===== src/rtl/mcs_pkg.sv =====
package mcs_pkg;

  localparam int NUM_VEC = 4;

  typedef enum logic [2:0] {
    MB_INTRA       = 3'd0,
    MB_INTER_INTRA = 3'd1,
    MB_INTER       = 3'd2,
    MB_INTER4V     = 3'd3,
    MB_SKIP        = 3'd4
  } mb_mode_e;

  typedef enum logic [2:0] {
    PH_IDLE,
    PH_CHECK,
    PH_CMV,
    PH_READ,
    PH_BACKUP,
    PH_WRITE,
    PH_DIRTY
  } phase_e;

  // Unused codes fall back to the no-access mode.
  function automatic mb_mode_e decode_mode(input logic [2:0] code);
    case (code)
      3'd0:    return MB_INTRA;
      3'd1:    return MB_INTER_INTRA;
      3'd2:    return MB_INTER;
      3'd3:    return MB_INTER4V;
      default: return MB_SKIP;
    endcase
  endfunction

  // Division by 2**sh, rounding half away from zero.
  function automatic logic signed [31:0] round_away(input logic signed [31:0] num,
                                                    input int sh);
    logic [31:0] mag;
    logic [31:0] q;
    mag = num[31] ? 32'(-num) : 32'(num);
    q   = (mag + (32'd1 << (sh - 1))) >> sh;
    return num[31] ? -$signed(q) : $signed(q);
  endfunction

endpackage


===== src/rtl/mcs_step_counter.sv =====
module mcs_step_counter #(
  parameter int W = 9
) (
  input  logic         clk,
  input  logic         rst,
  input  logic         en,
  input  logic [W-1:0] limit,
  output logic [W-1:0] count,
  output logic         last
);

  assign last = (count == limit);

  always_ff @(posedge clk) begin
    if (rst) begin
      count <= '0;
    end else if (en) begin
      count <= last ? '0 : count + 1'b1;
    end
  end

endmodule


===== src/rtl/mcs_phase_ctrl.sv =====
module mcs_phase_ctrl
  import mcs_pkg::*;
(
  input  logic     clk,
  input  logic     rst,
  input  logic     accept,
  input  mb_mode_e mode,
  input  logic     step_last,
  output phase_e   phase
);

  phase_e phase_nxt;

  always_comb begin
    phase_nxt = phase;
    case (phase)
      PH_IDLE:   if (accept) phase_nxt = PH_CHECK;
      PH_CHECK: begin
        case (mode)
          MB_INTRA:       phase_nxt = PH_WRITE;
          MB_INTER_INTRA: phase_nxt = PH_BACKUP;
          MB_INTER,
          MB_INTER4V:     phase_nxt = PH_CMV;
          default:        phase_nxt = PH_IDLE;
        endcase
      end
      PH_CMV:    if (step_last) phase_nxt = PH_READ;
      PH_READ:   if (step_last) phase_nxt = PH_BACKUP;
      PH_BACKUP: if (step_last) phase_nxt = PH_WRITE;
      PH_WRITE:  if (step_last) phase_nxt = (mode == MB_INTER_INTRA) ? PH_DIRTY : PH_IDLE;
      PH_DIRTY:  phase_nxt = PH_IDLE;
      default:   phase_nxt = PH_IDLE;
    endcase
  end

  always_ff @(posedge clk) begin
    if (rst) phase <= PH_IDLE;
    else     phase <= phase_nxt;
  end

endmodule


===== src/rtl/mcs_chroma_axis.sv =====
module mcs_chroma_axis
  import mcs_pkg::*;
#(
  parameter int MV_W  = 8,
  parameter int IDX_W = 2
) (
  input  logic                      clk,
  input  logic                      rst,
  input  logic                      step,
  input  logic [IDX_W-1:0]          idx,
  input  logic                      all4,
  input  logic [NUM_VEC*MV_W-1:0]   vecs,
  output logic [MV_W-1:0]           cmv
);

  localparam int ACC_W = MV_W + $clog2(NUM_VEC);

  logic signed [MV_W-1:0]  cur;
  logic signed [ACC_W-1:0] term;
  logic signed [ACC_W-1:0] acc;
  logic signed [ACC_W-1:0] acc_nxt;
  logic signed [31:0]      wide;
  logic signed [31:0]      rounded;

  assign cur     = vecs[idx*MV_W +: MV_W];
  assign term    = (all4 || idx == '0) ? ACC_W'(cur) : '0;
  assign acc_nxt = ((idx == '0) ? '0 : acc) + term;
  assign wide    = {{(32-ACC_W){acc_nxt[ACC_W-1]}}, acc_nxt};
  assign rounded = round_away(wide, all4 ? $clog2(2*NUM_VEC) : 1);

  always_ff @(posedge clk) begin
    if (rst) begin
      acc <= '0;
      cmv <= '0;
    end else if (step) begin
      acc <= acc_nxt;
      if (idx == IDX_W'(NUM_VEC - 1)) cmv <= rounded[MV_W-1:0];
    end
  end

endmodule


===== src/rtl/mc_sequencer.sv =====
module mc_sequencer
  import mcs_pkg::*;
#(
  parameter int PIX_PER_MB = 384,
  parameter int MV_W       = 8,
  localparam int PIX_W     = $clog2(PIX_PER_MB)
) (
  input  logic                    clk,
  input  logic                    rst,
  input  logic                    in_valid,
  output logic                    in_ready,
  input  logic [2:0]              in_mode,
  input  logic                    in_resid,
  input  logic [NUM_VEC*MV_W-1:0] in_mvx,
  input  logic [NUM_VEC*MV_W-1:0] in_mvy,
  output logic                    rd_stb,
  output logic                    bk_stb,
  output logic                    wr_stb,
  output logic                    recon_add,
  output logic                    dt_upd,
  output logic [PIX_W-1:0]        pix_idx,
  output logic [MV_W-1:0]         cmv_x,
  output logic [MV_W-1:0]         cmv_y,
  output logic                    cmv_valid,
  output logic                    mb_done
);

  localparam int IDX_W = $clog2(NUM_VEC);

  phase_e                  phase;
  mb_mode_e                mode_q;
  logic                    resid_q;
  logic [NUM_VEC*MV_W-1:0] mv_q [2];
  logic [MV_W-1:0]         cmv_arr [2];
  logic                    accept;
  logic                    step_en;
  logic                    step_last;
  logic [PIX_W-1:0]        step_cnt;
  logic [PIX_W-1:0]        step_lim;
  logic                    is_inter;
  logic                    is_skip;
  logic                    mem_phase;

  assign accept    = in_valid && (phase == PH_IDLE);
  assign is_inter  = (mode_q == MB_INTER) || (mode_q == MB_INTER4V);
  assign is_skip   = (mode_q == MB_SKIP);
  assign mem_phase = (phase == PH_READ) || (phase == PH_BACKUP) || (phase == PH_WRITE);
  assign step_en   = mem_phase || (phase == PH_CMV);
  assign step_lim  = (phase == PH_CMV) ? PIX_W'(NUM_VEC - 1) : PIX_W'(PIX_PER_MB - 1);

  always_ff @(posedge clk) begin
    if (rst) begin
      mode_q  <= MB_SKIP;
      resid_q <= 1'b0;
      mv_q[0] <= '0;
      mv_q[1] <= '0;
    end else if (accept) begin
      mode_q  <= decode_mode(in_mode);
      resid_q <= in_resid;
      mv_q[0] <= in_mvx;
      mv_q[1] <= in_mvy;
    end
  end

  mcs_phase_ctrl i_ctrl (
    .clk       (clk),
    .rst       (rst),
    .accept    (accept),
    .mode      (mode_q),
    .step_last (step_last),
    .phase     (phase)
  );

  mcs_step_counter #(.W(PIX_W)) i_cnt (
    .clk   (clk),
    .rst   (rst),
    .en    (step_en),
    .limit (step_lim),
    .count (step_cnt),
    .last  (step_last)
  );

  for (genvar a = 0; a < 2; a++) begin : g_axis
    mcs_chroma_axis #(.MV_W(MV_W), .IDX_W(IDX_W)) i_axis (
      .clk  (clk),
      .rst  (rst),
      .step (phase == PH_CMV),
      .idx  (step_cnt[IDX_W-1:0]),
      .all4 (mode_q == MB_INTER4V),
      .vecs (mv_q[a]),
      .cmv  (cmv_arr[a])
    );
  end

  assign cmv_x     = cmv_arr[0];
  assign cmv_y     = cmv_arr[1];
  assign in_ready  = (phase == PH_IDLE);
  assign rd_stb    = (phase == PH_READ);
  assign bk_stb    = (phase == PH_BACKUP);
  assign wr_stb    = (phase == PH_WRITE);
  assign recon_add = (phase == PH_BACKUP) && is_inter && resid_q;
  assign pix_idx   = mem_phase ? step_cnt : '0;
  assign cmv_valid = (phase == PH_READ) && (step_cnt == '0);
  assign dt_upd    = ((phase == PH_CHECK) && is_skip) || (phase == PH_DIRTY) ||
                     ((phase == PH_WRITE) && step_last && is_inter);
  assign mb_done   = ((phase == PH_CHECK) && is_skip) || (phase == PH_DIRTY) ||
                     ((phase == PH_WRITE) && step_last && (mode_q != MB_INTER_INTRA));

endmodule


===== config.mk =====
export PLATFORM = sky130hd
export DESIGN_NAME = mc_sequencer
export DESIGN_NICKNAME = d
export VERILOG_FILES = /design/src/rtl/mcs_pkg.sv /design/src/rtl/mcs_step_counter.sv /design/src/rtl/mcs_phase_ctrl.sv /design/src/rtl/mcs_chroma_axis.sv /design/src/rtl/mc_sequencer.sv
export SDC_FILE = /design/constraint.sdc
export NUM_CORES = 1
export LEC_CHECK = 0
export BUFFER_PORTS_ARGS = -buffer_cell sky130_fd_sc_hd__buf_2
export CAP_MARGIN = 20
export CORE_ASPECT_RATIO = 1.2
export CORE_MARGIN = 2
export CORE_UTILIZATION = 40
export DETAILED_ROUTE_END_ITERATION = 7
export PLACE_DENSITY = 0.58
export SYNTH_ARGS = -nofsm -noshare
export SYNTH_HDL_FRONTEND = slang
export SYNTH_SLANG_ARGS = --single-unit

===== constraint.sdc =====
create_clock -name clk -period 8.5 [get_ports clk]
set_clock_uncertainty 0.2 [all_clocks]
set_input_delay 1.7 -clock clk [delete_from_list [all_inputs] [get_ports clk]]
set_output_delay 1.7 -clock clk [all_outputs]
set_load 0.02 [all_outputs]

Word-level counts from Yosys, hierarchy flattened
Memory sizes are Yosys's and may differ from the RTL's.
Cells that the tools add are included.

storage, ports and cells
  bits of input ports = 71
  memory bits (writable) = 64
  register bits = 52
  output and inout bits = 33
  memories = 1
  word-level logic and storage cells = 99

cells by class
  bitwise gates (word level) = 2
  shift-type cells = 5
  mux-type cells = 28
  $add $sub $neg = 10
  equality and inequality tests = 21
  reductions and logical operators = 24

memories
  name  depth  width  rd ports  clocked after memory_dff  write ports  RTL line            source
  mv_q  2      32     2         0                         2            mc_sequencer.sv:33  logic [NUM_VEC*MV_W-1:0] mv_q [2];

operators with widths
  kind                                                  count
  2-to-1 mux 32 bit                                     4
  adder 32 bit                                          2
  negation 10 -> 32 bit                                 2
  variable part select 32 x 6 -> 8 bit                  2
  right shift 32 x 32 -> 8 bit                          2
  2-to-1 mux 10 bit                                     4
  << shifter 1 x 32 -> 32 bit (first input constant)    1
  subtractor 32 x 2 -> 32 bit (second input constant)   1
  2-to-1 mux 9 bit                                      3
  adder 10 bit                                          2
  equality test 3 x 2 -> 1 bit (second input constant)  6
  2-to-1 mux 3 bit                                      6
  one-hot mux 3 bit (6 select lines)                    1
  2-to-1 mux 8 bit                                      2
  negation 8 bit                                        2
  equality test 3 bit (second input constant)           4
  one-hot mux 3 bit (4 select lines)                    1
  adder 9 x 1 -> 9 bit (second input constant)          1
  equality test 3 x 1 -> 1 bit (second input constant)  3
  equality test 9 bit                                   1
  zero test 3 bit                                       3
  zero test 9 bit                                       1
  one-hot mux 3 bit (3 select lines)                    1
  logical AND 1 bit                                     8
  12 further kinds                                      27

Logic depth before layout (Yosys ltp)
Gate-level depths: netlist of run 1.

  word-level depth = 10
  depth in mapped cells = 30
  gate-level depth less buffers = 25

Hierarchy
A second synthesis of run 1 with hierarchy kept.

second synthesis, totals
  cell total of the unflattened synthesis = 934
  area, all modules = 8534.4 sq um

modules (own cells, without submodules)
  module                               sequential area each (sq um)  instances  cells an instance  area an instance (sq um)
  mc_sequencer                         2001.9                        1          194                2806.4
  mcs_chroma_axis at g_axis[0].i_axis  360.3                         1          331                2514.9
  mcs_chroma_axis at g_axis[1].i_axis  360.3                         1          314                2392.3
  mcs_step_counter                     180.2                         1          65                 598.1
  mcs_phase_ctrl                       60.1                          1          30                 222.7

Least setup slack after synthesis of run 1
OpenSTA, ideal clock, no wires.

  path type = reg2reg
  start point = register i_cnt.count[1]
  end point = register g_axis[0].i_axis.cmv[6]
  data required time = 8238 ps
  setup slack = 2125 ps
  buffers on the path = 5
  period minus slack after synthesis = 6375 ps
  library setup time = 62 ps
  cell stages (with the launch flop) = 27
  arrival time = 6113 ps
  cell sequence = dfxtp_1 > buf_2 > buf_1 > inv_1 > ha_1 > clkbuf_1 > nor2_1 > clkbuf_1 > nor2b_1 > ha_1 > buf_2 > a21oi_1 > and2_1 > a21boi_0 > o21ai_0 > nand2_1 > nor2_1 > xnor2_1 > ha_1 > nand2_1 > or4_4 > a32o_2 > or3_1 > o211ai_2 > o2111ai_2 > or4b_1 > nand3_1

on the way
  cells in the longest elaborated chain, start to end = 10
  elaborated cells between the ends (all ways) = 14
  classes of those cells = add/sub: 4; eq/ne: 1; shift: 2; mux: 4; reduce/logical: 3

RTL lines
  item                                                                            RTL line                source
  start: declaration                                                              mcs_step_counter.sv:8   output logic [W-1:0] count,
  start signal: assignment                                                        mcs_step_counter.sv:18  count <= last ? '0 : count + 1'b1;
  parallel branches: the longest is 10 deep, another holds negation 10 -> 32 bit  -
  end signal: assignment                                                          mcs_chroma_axis.sv:37   if (idx == IDX_W'(NUM_VEC - 1)) cmv <= rounded[MV_W-1:0];
  end: declaration                                                                mcs_chroma_axis.sv:13   output logic [MV_W-1:0] cmv

Parallel ways; which one is timed is not known.
A chain may end at the register's enable or synchronous reset.

Final worst setup path of run 1
  start point = register i_cnt.count[1]
  end point = register g_axis[1].i_axis.cmv[7]

on the way
  cells in the longest elaborated chain, start to end = 10
  elaborated cells between the ends (all ways) = 14
  classes of those cells = add/sub: 4; eq/ne: 1; shift: 2; mux: 4; reduce/logical: 3

RTL lines
  item                                                                            RTL line
  parallel branches: the longest is 10 deep, another holds negation 10 -> 32 bit  -
  end signal: assignment                                                          mcs_chroma_axis.sv:37
  end: declaration                                                                mcs_chroma_axis.sv:13

Parallel ways; which one is timed is not known.

==> reports/results.txt, run 1 <==
Final wirelength: 19,170 µm
Slowest Stage Delay on Critical Path: 0.64 ns
R2R Setup Slk: 1.57 ns
Starting density of the core: 40.89%
Post-cts hold buffer count: 0
Worst path arrival time: 7.00 ns
Worst reg2reg path endpoint: g_axis[1].i_axis.cmv[7]
Crit-path cells: buf_4, inv_1, ha_1, buf_4, nor2_1, nor2b_1, ha_1, and2_1, a221oi_1, a211oi_1, o21ai_0, nand2_1, nor2_1, xnor2_1, ha_1, a21oi_1, a311oi_1, nand4_1, a21boi_0, a221o_1, nor4bb_1, nor4_1
Top-level I/O count: 104
CP endpoint kind: register
Sw Pwr: 0.0005380 W
CTS buffer count: 17
Crit Path Class: register to register
Num rows: 56
Crit path launch type: register
Worst path slowest cell: a311oi_1
P_leak: 3.694 nW
Flop pwr share: 35.8%
Mapped Area: 7994 µm²
IO Port Bufs: 103
Internal power: 0.001257 W
Hold path start: g_axis[1].i_axis.acc[0]
TritonCTS sink count: 116
Sequential area share after synthesis: 37.06%
RSZ-0062 raised after global routing: no
Worst hold-check path type: register to register
P&R area growth vs syn: 17.00%
Critical path's top delay family: compound AO/OA/AOI/OAI gates
Reg clk slew, reported paths: 0.06 ns
# DRC: 0
Worst Tran Pin Value: 0.9345 ns
Status: finished clean
Die Wd: 133.1 µm
Fin. Hold Viols: 0
Power per cell area: 192.0 nW/µm²
Remaining global-route overflow: 0
Netlist cell types: 79
Mean post-synth cell area: 9.043 µm²
Clk_lat worst skew: 0.42 ns
Post-synth ARST share: 0%
Worst R2R Path Depth: 22
Primary FF master, synth: edfxtp_1
Nets@finish: 1,071
Most common cell after layout, fill and taps aside: buf_2
Reg2reg start: i_cnt.count[1]
H-tree Lvls: 4
DR vias/cell: 5.449
Share of the clock period used by the worst path: 81.50%
Die Height: 158.9 µm
Synth warn: 0
Hold endpoint: g_axis[1].i_axis.acc[0]
Fraction of layout cells with a size suffix above 1: 18.82%
Final Util: 47.84%
Die ar.: 21,140 µm²
Root Buffer: clkbuf_16
Final setup violation count: 0
Setup TNS: 0 ns
TritonCTS clock tree: built
Clk buf depth: 2
Logic pwr share: 22.5%
Peak supply drop: 137.0 µV
MaxCap Viol Count: 0
Buffer and inverter count on the worst path: 3
Vias in the first global route: 6,457
Total number of vias: 6,778
Mapped Cells: 884
Fin crit period: 6.927 ns
Most frequent cells in the layout: buf_2 (103), nor2_1 (80), and2_1 (80)
Initial antenna violation count: 0
WL/cell: 15.41 µm
Router iterations before antenna repair: 5
Pin count of the biggest net entering global routing: 66
Worst hold stages: 2
Core ar.: 19,550 µm²
Dpl cell area: 8733 µm²
Slew Viols, Final: 0
Highest Clock Rate: 144.4 MHz
Clock share of power: 41.8%
Gpl congestion: 0.8915
Post-CTS Setup Bufs: 0
GRT Util Overall: 18.40%
Post-synthesis net count: 985
DRT iter0 DRCs: 315
Diodes inserted: 0
Final instance area: 9353 µm²
Max transition margin: 37.70%
Sw Share: 29.97%
Post-synth EDFFs: 64
Max FO, Critical Path: 25
CP required: 8.57 ns
First-pass GRT wire length: 31,750 µm
PostCTS Resize Cnt: 0
Synthesized flop and latch total: 116
WHS: 0.2480 ns
Most common cell on crit path: ha_1
HPWL after DPL: 14,110 µm
Antenna-violating nets left: 0
-- final cells by class --
class / instances / area, µm²
Fill cell: 1897 / 10200
Multi-Input combinational cell: 701 / 4778
Sequential cell: 116 / 2963
Timing Repair Buffer: 112 / 583.1
Clock buffer: 17 / 425.4
Tap cell: 261 / 326.6
Clock inverter: 15 / 193.9
Inverter: 22 / 82.58
-- logic make-up after synthesis --
logic type	count (synthesis)	share of synthesized area (%)
fa+ha+maj	30	4.883
mux	28	5.697
xor+xnor	40	4.382
compound gates	213	18.39
simple gates	390	26.39
flops	116	37.06
buf+inv	67	3.193
-- power groups by stage --
stage / sequential [W] / clock (W) / combinational (W)
global placement: 0.000653 / 0 / 0.000401
detailed placement: 0.000654 / 0 / 0.000402
global route: 0.000646 / 0.000793 / 0.000448
finish: 0.000642 / 0.000750 / 0.000403
CTS: 0.000642 / 0.000768 / 0.000403
floorplan: 0.000650 / 0 / 0.000306
-- sequential cells by signal, summed over array words and instances (netlist names) --
signal,cells
mv_q,64
i_ctrl.phase,3
g_axis.i_axis.acc,20
i_cnt.count,9
resid_q,1
mode_q,3
g_axis.i_axis.cmv,16
-- stage by stage --
stage                     setup slack [ns]  cells  total power (W)
final                                1.573   1244         0.001795
after global routing                0.9152   1244         0.001886
after CTS                            1.605   1244         0.001813
after detailed placement             1.617   1212         0.001056
after global placement               1.889   1212         0.001054
after floorplan                      2.125    884        0.0009553
-- synthesized netlist by cell type, types with 9 or more instances --
library cell / n / area, µm²
mux4_2: 14 / 315.3
nand3_1: 22 / 110.1
dfxtp_1: 52 / 1041
or3_1: 9 / 56.30
and2_1: 80 / 500.5
o21ai_0: 26 / 130.1
nor4_1: 13 / 81.33
nor2b_1: 39 / 244.0
xor2_1: 18 / 157.7
clkbuf_1: 40 / 150.1
a21o_1: 9 / 67.56
a31oi_1: 11 / 68.82
edfxtp_1: 64 / 1922
nand4_1: 12 / 75.07
ha_1: 28 / 350.3
nor2_1: 81 / 304.0
xnor2_1: 22 / 192.7
mux2i_1: 14 / 140.1
o211ai_1: 11 / 82.58
nand2_1: 65 / 244.0
inv_1: 22 / 82.58
nor3_1: 19 / 95.09
and3_1: 14 / 87.58
a211oi_1: 20 / 150.1
a21oi_1: 59 / 295.3
-- worst register-to-register path: stages, from the launching register on --
cell	delay, ns
dfxtp_1	0.31
buf_4	0.31
inv_1	0.13
ha_1	0.19
buf_4	0.20
nor2_1	0.49
nor2b_1	0.10
ha_1	0.39
and2_1	0.21
a221oi_1	0.47
a211oi_1	0.20
o21ai_0	0.48
nand2_1	0.41
nor2_1	0.22
xnor2_1	0.09
ha_1	0.42
a21oi_1	0.10
a311oi_1	0.64
nand4_1	0.24
a21boi_0	0.23
a221o_1	0.38
nor4bb_1	0.30
nor4_1	0.08
-- metal layers --
| layer | global-route usage [%] | share of wire, % | up-vias |
|---|---|---|---|
| li1 | - | - | 3449 |
| met1 | 24.00 | 47 | 3146 |
| met2 | 30.88 | 48 | 157 |
| met3 | 3.129 | 3.8 | 26 |
| met4 | 6.061 | 1.7 | 0 |
| met5 | 0 | 0 | - |
-- how the worst max path moves through the flow --
stage | start | endpoint | slack [ns] | depth (start not counted)
finish | i_cnt.count[1] | g_axis[1].i_axis.cmv[7] | 1.57 | 22
global route | i_cnt.count[1] | g_axis[0].i_axis.cmv[6] | 0.92 | 24
CTS | i_cnt.count[1] | g_axis[0].i_axis.cmv[6] | 1.61 | 25
detailed placement | i_cnt.count[1] | g_axis[1].i_axis.cmv[7] | 1.62 | 22
global placement | i_cnt.count[1] | g_axis[0].i_axis.cmv[6] | 1.89 | 24
floorplan | i_cnt.count[1] | g_axis[0].i_axis.cmv[6] | 2.12 | 26
No activity file was read; power rests on OpenSTA's default activity.
==> run 2: changes to the inputs <==
==> constraint.sdc (replaced) <==
create_clock -name clk -period 6.8 [get_ports clk]
set_clock_uncertainty 0.2 [all_clocks]
set_input_delay 1.36 -clock clk [delete_from_list [all_inputs] [get_ports clk]]
set_output_delay 1.36 -clock clk [all_outputs]
set_load 0.02 [all_outputs]
==> reports/results.txt, run 2 (synthesized netlist as in run 1, its figures left out) <==
Power per cell area: 235.5 nW/µm² (+23%)
Met1 usage: 24.65% (+0.65 points)
Status: finished clean
IO Port Bufs: 103 (unchanged)
Gpl congestion: 0.8647 (-3.0%)
Slew Viols, Final: 0 (unchanged)
TritonCTS sink count: 116 (unchanged)
Share of the clock period used by the worst path: 89.64% (+8.1 points)
Worst path arrival time: 6.18 ns (-0.82 ns)
WL/cell: 15.34 µm (-0.46%)
H-tree Lvls: 4 (unchanged)
CTS buffer count: 17 (unchanged)
Fin. Hold Viols: 0 (unchanged)
Peak supply drop: 168.5 µV (+23%)
HPWL after DPL: 14,150 µm (+0.30%)
Crit-path cells: buf_4, mux4_2, nor2b_1, ha_1, a21oi_1, and2_1, a21boi_0, or3_1, nand2_1, nor2_1, xnor2_1, ha_1, a21oi_1, a21oi_1, and4_1, nor4_1, o21ai_0, a221oi_1, a2111oi_0, a221oi_1, a21oi_1
CP required: 6.89 ns (-1.68 ns)
Diodes inserted: 0 (unchanged)
P&R area growth vs syn: 17.14%
Initial antenna violation count: 0 (unchanged)
Slowest Stage Delay on Critical Path: 0.52 ns (-0.12 ns)
Max FFs per register: 64 (unchanged)
TritonCTS clock tree: built
Pin count of the biggest net entering global routing: 66 (unchanged)
Post-CTS Setup Bufs: 0 (unchanged)
Worst Tran Pin Value: 0.9645 ns (+0.03001 ns)
DRT iter0 DRCs: 380 (+21%)
Num rows: 56 (unchanged)
Setup TNS: 0 ns (unchanged)
Final wirelength: 19,160 µm (about the same)
DR vias/cell: 5.333 (-2.1%)
RSZ-0062 raised after global routing: no
Fraction of layout cells with a size suffix above 1: 19.53% (+0.71 points)
Die Wd: 133.1 µm (unchanged)
# DRC: 0 (unchanged)
Final setup violation count: 0 (unchanged)
Clk buf depth: 2 (unchanged)
CP endpoint kind: register
P_leak: 3.701 nW (+0.19%)
Total number of vias: 6,661 (-1.7%)
PostCTS Resize Cnt: 0 (unchanged)
Final setup margin: 0.7048 ns (-0.8678 ns)
Most flops, register: mv_q
Remaining global-route overflow: 0 (unchanged)
Max FO, Critical Path: 11 (-56%)
Highest Clock Rate: 164.1 MHz (+14%)
Most common cell after layout, fill and taps aside: buf_2
Die ar.: 21,140 µm² (unchanged)
Clk_lat worst skew: 0.43 ns (about the same)
Die Height: 158.9 µm (unchanged)
Met2 Track Usage GR: 30.62% (-0.26 points)
GRT Util Overall: 18.63% (+0.23 points)
Met3 GRT Util: 3.097% (-0.032 points)
Post-Place Cells: 1,217 (+0.41%)
Worst path slowest cell: mux4_2
GRT Max-Usage Layer: met2
Top-level I/O count: 104 (unchanged)
Antenna-violating nets left: 0 (unchanged)
Regs by FF count: mv_q x64, g_axis.i_axis.acc x20, g_axis.i_axis.cmv x16
Nets@finish: 1,076 (+0.47%)
Cell Count, Final, Fillers Out: 1,249 (+0.40%)
MaxCap Viol Count: 0 (unchanged)
Max transition margin: 35.70% (-2.0 points)
Reg clk slew, reported paths: 0.06 ns (about the same)
Worst hold-check path type: register to register
Core ar.: 19,550 µm² (unchanged)
Crit path launch type: register
Root Buffer: clkbuf_16
Post-cts hold buffer count: 0 (unchanged)
Most frequent cells in the layout: buf_2 (103), nor2_1 (80), and2_1 (80)
Most common cell on crit path: a21oi_1
Fin crit period: 6.095 ns (-0.8322 ns)
Vias in the first global route: 6,449 (-0.12%)
Crit Path Class: register to register
Router iterations before antenna repair: 5 (unchanged)
Dpl ws: 0.3302 ns (-1.287 ns)
Starting density of the core: 40.89% (unchanged)
First-pass GRT wire length: 31,880 µm (+0.39%)
-- run 2: report_power, final --
part | internal [W] | switching (W) | leakage, nW
clock | 0.000520 | 0.000383 | 0.288
sequential | 0.000788 | 0.0000156 | 1.11
combinational | 0.000199 | 0.000299 | 2.31
-- run 2: final cells by class --
class                   instances  area, µm²
fillers                      1894      10180
multi-input cells             701       4787
flip-flops and latches        116       2964
repair buffers                117      620.6
clock buffers                  17      425.4
well taps                     261      326.6
clock inverters                15      157.7
inverters                      22      82.58
-- run 2: routing by layer --
layer  share of wire (%)  up-vias
met5                   0        -
met4                 1.5        0
met3                 4.0       20
met2                  47      133
met1                  47     3050
li1                    -     3458
-- run 2: stage by stage --
stage	total power, W	area (µm²)	hold WS, ns	util [%]
after floorplan	0.001194	7994	0.2318	-
after CTS	0.002225	9354	0.2524	47.85
after detailed placement	0.001317	8771	0.2439	44.87
final	0.002205	9364	0.2496	47.90
after global routing	0.002319	9364	0.2648	47.90
after global placement	0.001314	8771	0.2391	44.87
-- run 2: critical path, delay by kind of cell (launching register included) --
family,cells,cell delay [ns]
compound gates,9,1.93
simple gates,7,1.71
fa+ha+maj,2,0.74
mux,1,0.52
flops,1,0.48
buf+inv,1,0.24
xor+xnor,1,0.14
-- run 2: final timing paths --
check / start / end / slack [ns] / cells past startpoint
worst min-delay path: g_axis[1].i_axis.acc[4] / g_axis[1].i_axis.acc[4] / 0.25 / 2
worst max register to register: i_cnt.count[0] / g_axis[0].i_axis.cmv[7] / 0.70 / 21
worst max-delay path: i_cnt.count[0] / g_axis[0].i_axis.cmv[7] / 0.70 / 21
worst min register to register: g_axis[1].i_axis.acc[4] / g_axis[1].i_axis.acc[4] / 0.25 / 2
